**src/rtl/hfc_pkg.sv**
```systemverilog
package hfc_pkg;

  // Which pin pair carries the automatic handshake
  typedef enum logic {
    PAIR_RTS_CTS = 1'b0,
    PAIR_DTR_DSR = 1'b1
  } hfc_pair_e;

  // Field encodings decoded by this block
  localparam logic [2:0] FLOW_AUTO_HW = 3'b001;
  localparam logic [2:0] PIN_DTR_SEL  = 3'b010;

endpackage

```
**src/rtl/hfc_sync.sv**
```systemverilog
module hfc_sync #(
  parameter int   WIDTH   = 2,
  parameter int   STAGES  = 2,
  parameter logic RST_VAL = 1'b1
) (
  input  logic             clk,
  input  logic             rst_n,
  input  logic [WIDTH-1:0] d_i,
  output logic [WIDTH-1:0] q_o
);

  logic [WIDTH-1:0] stage_q [STAGES];

  for (genvar s = 0; s < STAGES; s++) begin : g_stage
    logic [WIDTH-1:0] stage_d;
    if (s == 0) begin : g_first
      assign stage_d = d_i;
    end else begin : g_next
      assign stage_d = stage_q[s-1];
    end

    always_ff @(posedge clk or negedge rst_n) begin
      if (!rst_n) begin
        stage_q[s] <= {WIDTH{RST_VAL}};
      end else begin
        stage_q[s] <= stage_d;
      end
    end
  end

  assign q_o = stage_q[STAGES-1];

endmodule

```
**src/rtl/hfc_hyst.sv**
```systemverilog
module hfc_hyst #(
  parameter int LVL_W = 6
) (
  input  logic             clk,
  input  logic             rst_n,
  input  logic [LVL_W-1:0] level_i,
  input  logic [LVL_W-1:0] thr_hi_i,
  input  logic [LVL_W-1:0] thr_lo_i,
  output logic             stop_o
);

  logic cfg_ok;
  logic at_high;
  logic at_low;
  logic stop_d;
  logic stop_q;

  assign cfg_ok  = (thr_lo_i < thr_hi_i);
  assign at_high = (level_i >= thr_hi_i);
  assign at_low  = (level_i <= thr_lo_i);

  // Next-state: illegal thresholds force go, otherwise hysteresis
  always_comb begin
    stop_d = stop_q;
    if (!cfg_ok) begin
      stop_d = 1'b0;
    end else if (at_high) begin
      stop_d = 1'b1;
    end else if (at_low) begin
      stop_d = 1'b0;
    end
  end

  always_ff @(posedge clk or negedge rst_n) begin
    if (!rst_n) begin
      stop_q <= 1'b0;
    end else begin
      stop_q <= stop_d;
    end
  end

  assign stop_o = stop_q;

  AST_STOP_AT_HIGH: assert property (@(posedge clk) disable iff (!rst_n)
    (cfg_ok && level_i >= thr_hi_i) |=> stop_q);
  AST_GO_AT_LOW: assert property (@(posedge clk) disable iff (!rst_n)
    (cfg_ok && level_i <= thr_lo_i) |=> !stop_q);
  AST_HOLD_BETWEEN: assert property (@(posedge clk) disable iff (!rst_n)
    (cfg_ok && level_i > thr_lo_i && level_i < thr_hi_i) |=> $stable(stop_q));
  AST_BAD_CFG_GO: assert property (@(posedge clk) disable iff (!rst_n)
    (thr_lo_i >= thr_hi_i) |=> !stop_q);

endmodule

```
**src/rtl/hfc_txgate.sv**
```systemverilog
module hfc_txgate (
  input  logic clk,
  input  logic rst_n,
  input  logic hw_on_i,
  input  logic halt_i,
  input  logic busy_i,
  output logic tx_en_o
);

  logic upd_en;
  logic tx_en_d;
  logic tx_en_q;

  // Update only at a frame boundary while automatic mode is on
  always_comb begin
    upd_en  = !hw_on_i || !busy_i;
    tx_en_d = !hw_on_i || !halt_i;
  end

  always_ff @(posedge clk or negedge rst_n) begin
    if (!rst_n) begin
      tx_en_q <= 1'b0;
    end else if (upd_en) begin
      tx_en_q <= tx_en_d;
    end
  end

  assign tx_en_o = tx_en_q;

  AST_FRAME_HOLD: assert property (@(posedge clk) disable iff (!rst_n)
    (hw_on_i && busy_i) |=> $stable(tx_en_q));
  AST_BYPASS_EN: assert property (@(posedge clk) disable iff (!rst_n)
    !hw_on_i |=> tx_en_q);
  AST_IDLE_FOLLOW: assert property (@(posedge clk) disable iff (!rst_n)
    (hw_on_i && !busy_i) |=> (tx_en_q == !$past(halt_i)));

endmodule

```
**src/rtl/hfc_ctrl.sv**
```systemverilog
module hfc_ctrl
  import hfc_pkg::*;
#(
  parameter int LVL_W       = 6,
  parameter int SYNC_STAGES = 2
) (
  input  logic             clk,
  input  logic             rst_n,
  input  logic [2:0]       flow_mode_i,
  input  logic [2:0]       pin_mode_i,
  input  logic [LVL_W-1:0] rx_level_i,
  input  logic [LVL_W-1:0] thr_hi_i,
  input  logic [LVL_W-1:0] thr_lo_i,
  input  logic             frame_busy_i,
  input  logic             cts_n_i,
  input  logic             dsr_n_i,
  input  logic             rts_lvl_i,
  input  logic             dtr_lvl_i,
  output logic             rts_n_o,
  output logic             dtr_n_o,
  output logic             tx_en_o,
  output logic             cts_n_sync_o,
  output logic             dsr_n_sync_o
);

  localparam int IN_W = 2;

  logic [IN_W-1:0] pins_raw;
  logic [IN_W-1:0] pins_sync;
  logic            hw_on;
  hfc_pair_e       pair_sel;
  logic            halt_req;
  logic            stop_req;

  assign pins_raw = {dsr_n_i, cts_n_i};

  hfc_sync #(
    .WIDTH   (IN_W),
    .STAGES  (SYNC_STAGES),
    .RST_VAL (1'b1)
  ) u_sync (
    .clk   (clk),
    .rst_n (rst_n),
    .d_i   (pins_raw),
    .q_o   (pins_sync)
  );

  assign cts_n_sync_o = pins_sync[0];
  assign dsr_n_sync_o = pins_sync[1];

  // Mode decode
  always_comb begin
    hw_on    = (flow_mode_i == FLOW_AUTO_HW);
    pair_sel = (pin_mode_i == PIN_DTR_SEL) ? PAIR_DTR_DSR : PAIR_RTS_CTS;
    halt_req = (pair_sel == PAIR_DTR_DSR) ? pins_sync[1] : pins_sync[0];
  end

  hfc_hyst #(
    .LVL_W (LVL_W)
  ) u_hyst (
    .clk      (clk),
    .rst_n    (rst_n),
    .level_i  (rx_level_i),
    .thr_hi_i (thr_hi_i),
    .thr_lo_i (thr_lo_i),
    .stop_o   (stop_req)
  );

  hfc_txgate u_txgate (
    .clk     (clk),
    .rst_n   (rst_n),
    .hw_on_i (hw_on),
    .halt_i  (halt_req),
    .busy_i  (frame_busy_i),
    .tx_en_o (tx_en_o)
  );

  // Pin steering
  always_comb begin
    rts_n_o = rts_lvl_i;
    dtr_n_o = dtr_lvl_i;
    if (hw_on) begin
      if (pair_sel == PAIR_DTR_DSR) begin
        dtr_n_o = stop_req;
      end else begin
        rts_n_o = stop_req;
      end
    end
  end

  AST_PLAIN_PINS: assert property (@(posedge clk) disable iff (!rst_n)
    !hw_on |-> (rts_n_o == rts_lvl_i && dtr_n_o == dtr_lvl_i));
  AST_SPARE_PIN_FREE: assert property (@(posedge clk) disable iff (!rst_n)
    (hw_on && pin_mode_i == PIN_DTR_SEL) |-> (rts_n_o == rts_lvl_i));

endmodule

```
**config.mk**
```make
export PLATFORM = sky130hd
export DESIGN_NAME = hfc_ctrl
export DESIGN_NICKNAME = d
export VERILOG_FILES = /design/src/rtl/hfc_pkg.sv /design/src/rtl/hfc_sync.sv /design/src/rtl/hfc_hyst.sv /design/src/rtl/hfc_txgate.sv /design/src/rtl/hfc_ctrl.sv
export SDC_FILE = /design/constraint.sdc
export NUM_CORES = 1
export LEC_CHECK = 0
export BUFFER_PORTS_ARGS = -buffer_cell sky130_fd_sc_hd__buf_2
export CORE_MARGIN = 10
export CORE_UTILIZATION = 44
export CTS_BUF_LIST = sky130_fd_sc_hd__clkbuf_8
export CTS_CLUSTER_SIZE = 14
export DETAILED_ROUTE_END_ITERATION = 6
export PLACE_DENSITY_LB_ADDON = 0.15
export SLEW_MARGIN = 30
export SYNTH_ARGS = -nofsm -noshare
export SYNTH_HDL_FRONTEND = slang
export SYNTH_SLANG_ARGS = --single-unit
```
**constraint.sdc**
```tcl
create_clock -name clk -period 1.1 [get_ports clk]
set_input_delay 0.165 -clock clk [delete_from_list [all_inputs] [get_ports clk]]
set_output_delay 0.165 -clock clk [all_outputs]
set_load 0.02 [all_outputs]
```
==> impl_summary.log <==
[metrics] status: finished with violations
[metrics] violations in the final reports: negative setup slack
[metrics] Post-Synth Adder-Cell Area: 33.93%
[metrics] worst clock skew: 0.004535 ns
[metrics] number of buffers and inverters on the critical path: 2
[metrics] H-tree depth: 1
[metrics] number of maximum-capacitance constraint violations: 0
[metrics] routed wirelength normalized by instance count: 17.83 µm
[metrics] critical path start-end classification: input pin to output pin
[metrics] half-perimeter wire length after placement: between 1500 and 2000 µm
[metrics] ratio of cells with drive above 1 in the final layout: around three fifths
[metrics] combinational power share: 39.8%
[metrics] cell type contributing the most total cell area after synthesis: sky130_fd_sc_hd__ha_1
[metrics] RSZ-0062 raised after global routing: true
[metrics] worst hold start: cts_n_i
[metrics] area fraction of the dominant cell type after synthesis: 33.93%
[metrics] Unique masters post-synth: 19
[metrics] share of the synthesized netlist area taken by xor and xnor gates: 0%
[metrics] Worst path slowest cell: sky130_fd_sc_hd__mux2_4
[metrics] clock transition at the registers of the reported paths: roughly 0.030 ns
[metrics] count of routing violations after the opening detailed-route iteration: 18
[metrics] max frequency: roughly 0.79 GHz
[metrics] final antenna-violating net count: 0
[metrics] min-delay worst type: input pin to register
[metrics] count of vias placed by the detailed router: 707
[metrics] total global-route track usage: 12.22%
[metrics] mux contribution to synthesized area: 5.389%
[metrics] initial cell density of the core: 47.58%
[metrics] aggregate routed wire length: 2372 µm
[metrics] first-pass GRT wire length: 3318 µm
[metrics] highest cell delay on the worst timing path: slightly above 0.3 ns
[metrics] required time of the worst setup path: between 0.9 and 1 ns
[metrics] dpl cells: 127
[metrics] flip-flop cell with the highest count after synthesis: sky130_fd_sc_hd__dfstp_2
[metrics] pin count of the biggest net entering global routing: 7
[metrics] clk_lat worst skew: 0.22 ns
[metrics] number of global-route vias before repair: 746
[metrics] CTS buffer count: 3
[metrics] crit-path leading delay family: simple AND/OR/NAND/NOR gates
[metrics] average via count per standard cell: 5.316
[metrics] compound-cell area share of the yosys netlist: 16.77%
[metrics] detailed-router iteration count before antenna repair: 4
[metrics] Cell Count, Final, Fillers Out: ~130
[metrics] Post-synth EDFFs: 0
[metrics] share of total power consumed by net switching: 28.43%
[metrics] initial antenna violation count: 0
[metrics] count of final hold-check violations: 0
[metrics] CP Max Fanout: 3
[metrics] beginning of the critical path: pin_mode_i[2]
[metrics] kind of capture point of the worst setup path: output pin
[metrics] beginning of the worst register-to-register path: u_hyst.stop_o$_DFFE_PN0P_
[metrics] worst-case vdd ir drop: around 690 µV
[metrics] worst-case setup margin in the final layout: -0.1615 ns
[metrics] total power consumption of the routed design: 0.0009684 W
[metrics] portion of total power attributed to the clock network: 34.3%
[metrics] horizontal die dimension: slightly below 60 µm
[metrics] final-report max-slew violation count: 0
[metrics] synthesis warning total: 0
[metrics] total global routing overflow: 0
[metrics] type of origin of the critical path: input pin
[metrics] maximum buffer depth of the clock tree: 2
[metrics] share of async-settable or async-resettable flops after synthesis: 100.0%
[metrics] cell-internal power: 0.0006931 W
[metrics] master cell of the clock root buffer: sky130_fd_sc_hd__clkbuf_8
[metrics] share of the cycle needed by the critical path after routing: 114.7%
[metrics] share of synthesized cell area in and, or, nand and nor gates: 11.98%
[metrics] Seq cells post-synth: 6
[metrics] number of remaining DRC errors: 0
[metrics] standard-cell row count: 13
[metrics] syn nets: 116
[metrics] commonest cells after routing, fill and taps aside: 24 x sky130_fd_sc_hd__buf_2, 12 x sky130_fd_sc_hd__buf_4, 11 x sky130_fd_sc_hd__ha_1, 8 x sky130_fd_sc_hd__nand2_1, 8 x sky130_fd_sc_hd__buf_6
[metrics] CP arrival: around 1.1 ns
[metrics] Power Dens Cells: 846.8 nW/µm²
[metrics] die area: 3334 µm²
[metrics] time the worst path needs with I/O delays and setup: 1.262 ns
[metrics] sequential share of power: 25.9%
[metrics] gpl congestion: 0.7914
[metrics] number of sinks handled by clock tree synthesis: 6
[metrics] mean instance size in the synthesized netlist: ~9.2 µm²
[metrics] layout overhead on the synthesized area: 82.44%
[metrics] Static Leak: 0.5949 nW
[metrics] Tightest Pin Transition: 0.2018 ns
[metrics] count of input and output buffers: 35
[metrics] critical path cell sequence: buf_2 -> nor3b_4 -> nand2b_1 -> mux2_4 -> buf_6
[metrics] die span in y: 57.75 µm
[metrics] cell count after synthesis: approximately 70
[metrics] post-synthesis instance area: 626.9 µm²
[metrics] commonest non-fill, non-tap cell in the layout: sky130_fd_sc_hd__buf_2
[metrics] antenna diode instance count: 0
[metrics] main combinational cell family by area after synthesis: adder cells
[metrics] final net count: 167
[metrics] worst slew margin relative to its limit: 86.55%
[metrics] leading cell types by total area after synthesis: sky130_fd_sc_hd__ha_1 34%, sky130_fd_sc_hd__dfstp_2 17%, sky130_fd_sc_hd__dfrtp_1 8.0%, sky130_fd_sc_hd__inv_1 7.2%, sky130_fd_sc_hd__mux2_2 5.4%
[metrics] NetSw: 0.0002753 W
[metrics] fraction of the yosys area taken by sequential cells: 24.75%
[metrics] core area: 1318 µm²
[metrics] number of I/O pins: 36
[metrics] final setup violation count: 3
[metrics] CTS tree: built
cell families after synthesis:
family / count (synthesis)
muxes: 3
and+or+nand+nor: 15
DFF: 6
AOI/OAI and AO/OA: 15
buffers and inverters: 12
adders and majority gates: 17
cell usage after synthesis, types with 2 or more instances:
cell	instances
sky130_fd_sc_hd__nand2_1	8
sky130_fd_sc_hd__nand2b_1	2
sky130_fd_sc_hd__nor3b_1	2
sky130_fd_sc_hd__inv_1	12
sky130_fd_sc_hd__ha_1	17
sky130_fd_sc_hd__a21oi_1	6
sky130_fd_sc_hd__o21ai_0	3
sky130_fd_sc_hd__dfrtp_1	2
sky130_fd_sc_hd__dfstp_2	4
sky130_fd_sc_hd__mux2_2	3
repair_timing:
item | in CTS | in global routing
endpoints found under the hold margin | 6 | 0
endpoints found under the setup margin | 3 | 4
buffers inserted | 2 | 1
pin swaps | 2 | 7
gates resized for setup | 11 | 24
hold buffers | 1 | 0
final timing paths:
check	endpoint	slack, ns	depth (start not counted)
worst max-delay path	rts_n_o	-0.16	5
worst min-delay path	u_sync.g_stage[1].stage_d[0]$_DFF_PN1_	0.05	1
worst max register to register	u_hyst.stop_o$_DFFE_PN0P_	0.17	4
worst min register to register	u_sync.q_o[1]$_DFF_PN1_	0.35	0
max in group asynchronous	u_sync.g_stage[1].stage_d[0]$_DFF_PN1_	0.53	2
min in group asynchronous	u_hyst.stop_o$_DFFE_PN0P_	0.35	2
power groups by stage:
stage	logic (W)	registers, W	clock network [W]
2_1_floorplan	0.000151	0.000257	0
3_3_place_gp	0.000280	0.000252	0
3_5_place_dp	0.000292	0.000252	0
4_1_cts	0.000323	0.000250	0.000340
5_1_grt	0.000430	0.000252	0.000353
6_report	0.000386	0.000251	0.000332
flip-flops by register name (all words and copies together), names as in the netlist:
name / flops
u_hyst.stop_o: 1
u_sync.g_stage.stage_d: 2
u_sync.q_o: 2
u_txgate.tx_en_o: 1
layout make-up:
type | count | area [µm²]
Fill cell | 69 | 173.9
Timing Repair Buffer | 46 | 325.3
Clock buffer | 3 | 41.29
Inverter | 12 | 52.55
Sequential cell | 6 | 155.1
Tap cell | 15 | 18.77
Clock inverter | 1 | 3.754
Multi-Input combinational cell | 50 | 546.8
routing by layer:
metal | vias to the layer above | track usage, % | share of wire, %
met5 | - | 0 | 0
met4 | 0 | 6.376 | 2.2
met3 | 4 | 4.357 | 5.9
met2 | 37 | 21.78 | 54
met1 | 325 | 12.07 | 38
li1 | 341 | - | -
metrics by stage:
step	util, %	TNS, ns	cell area, µm²	worst slack, ns	hold slack [ns]
floorplan	-	-0.05948	659.4	-0.05948	-0.1306
global placement	69.90	-0.6739	920.9	-0.2449	-0.01324
detailed placement	69.90	-0.7687	920.9	-0.2976	-0.01297
CTS	78.73	-0.2847	1037	-0.1276	0.04790
global route	86.80	-0.4088	1144	-0.1985	0.04744
finish	86.80	-0.2557	1144	-0.1615	0.04976
Note: power is estimated with default switching activity, not from simulation.
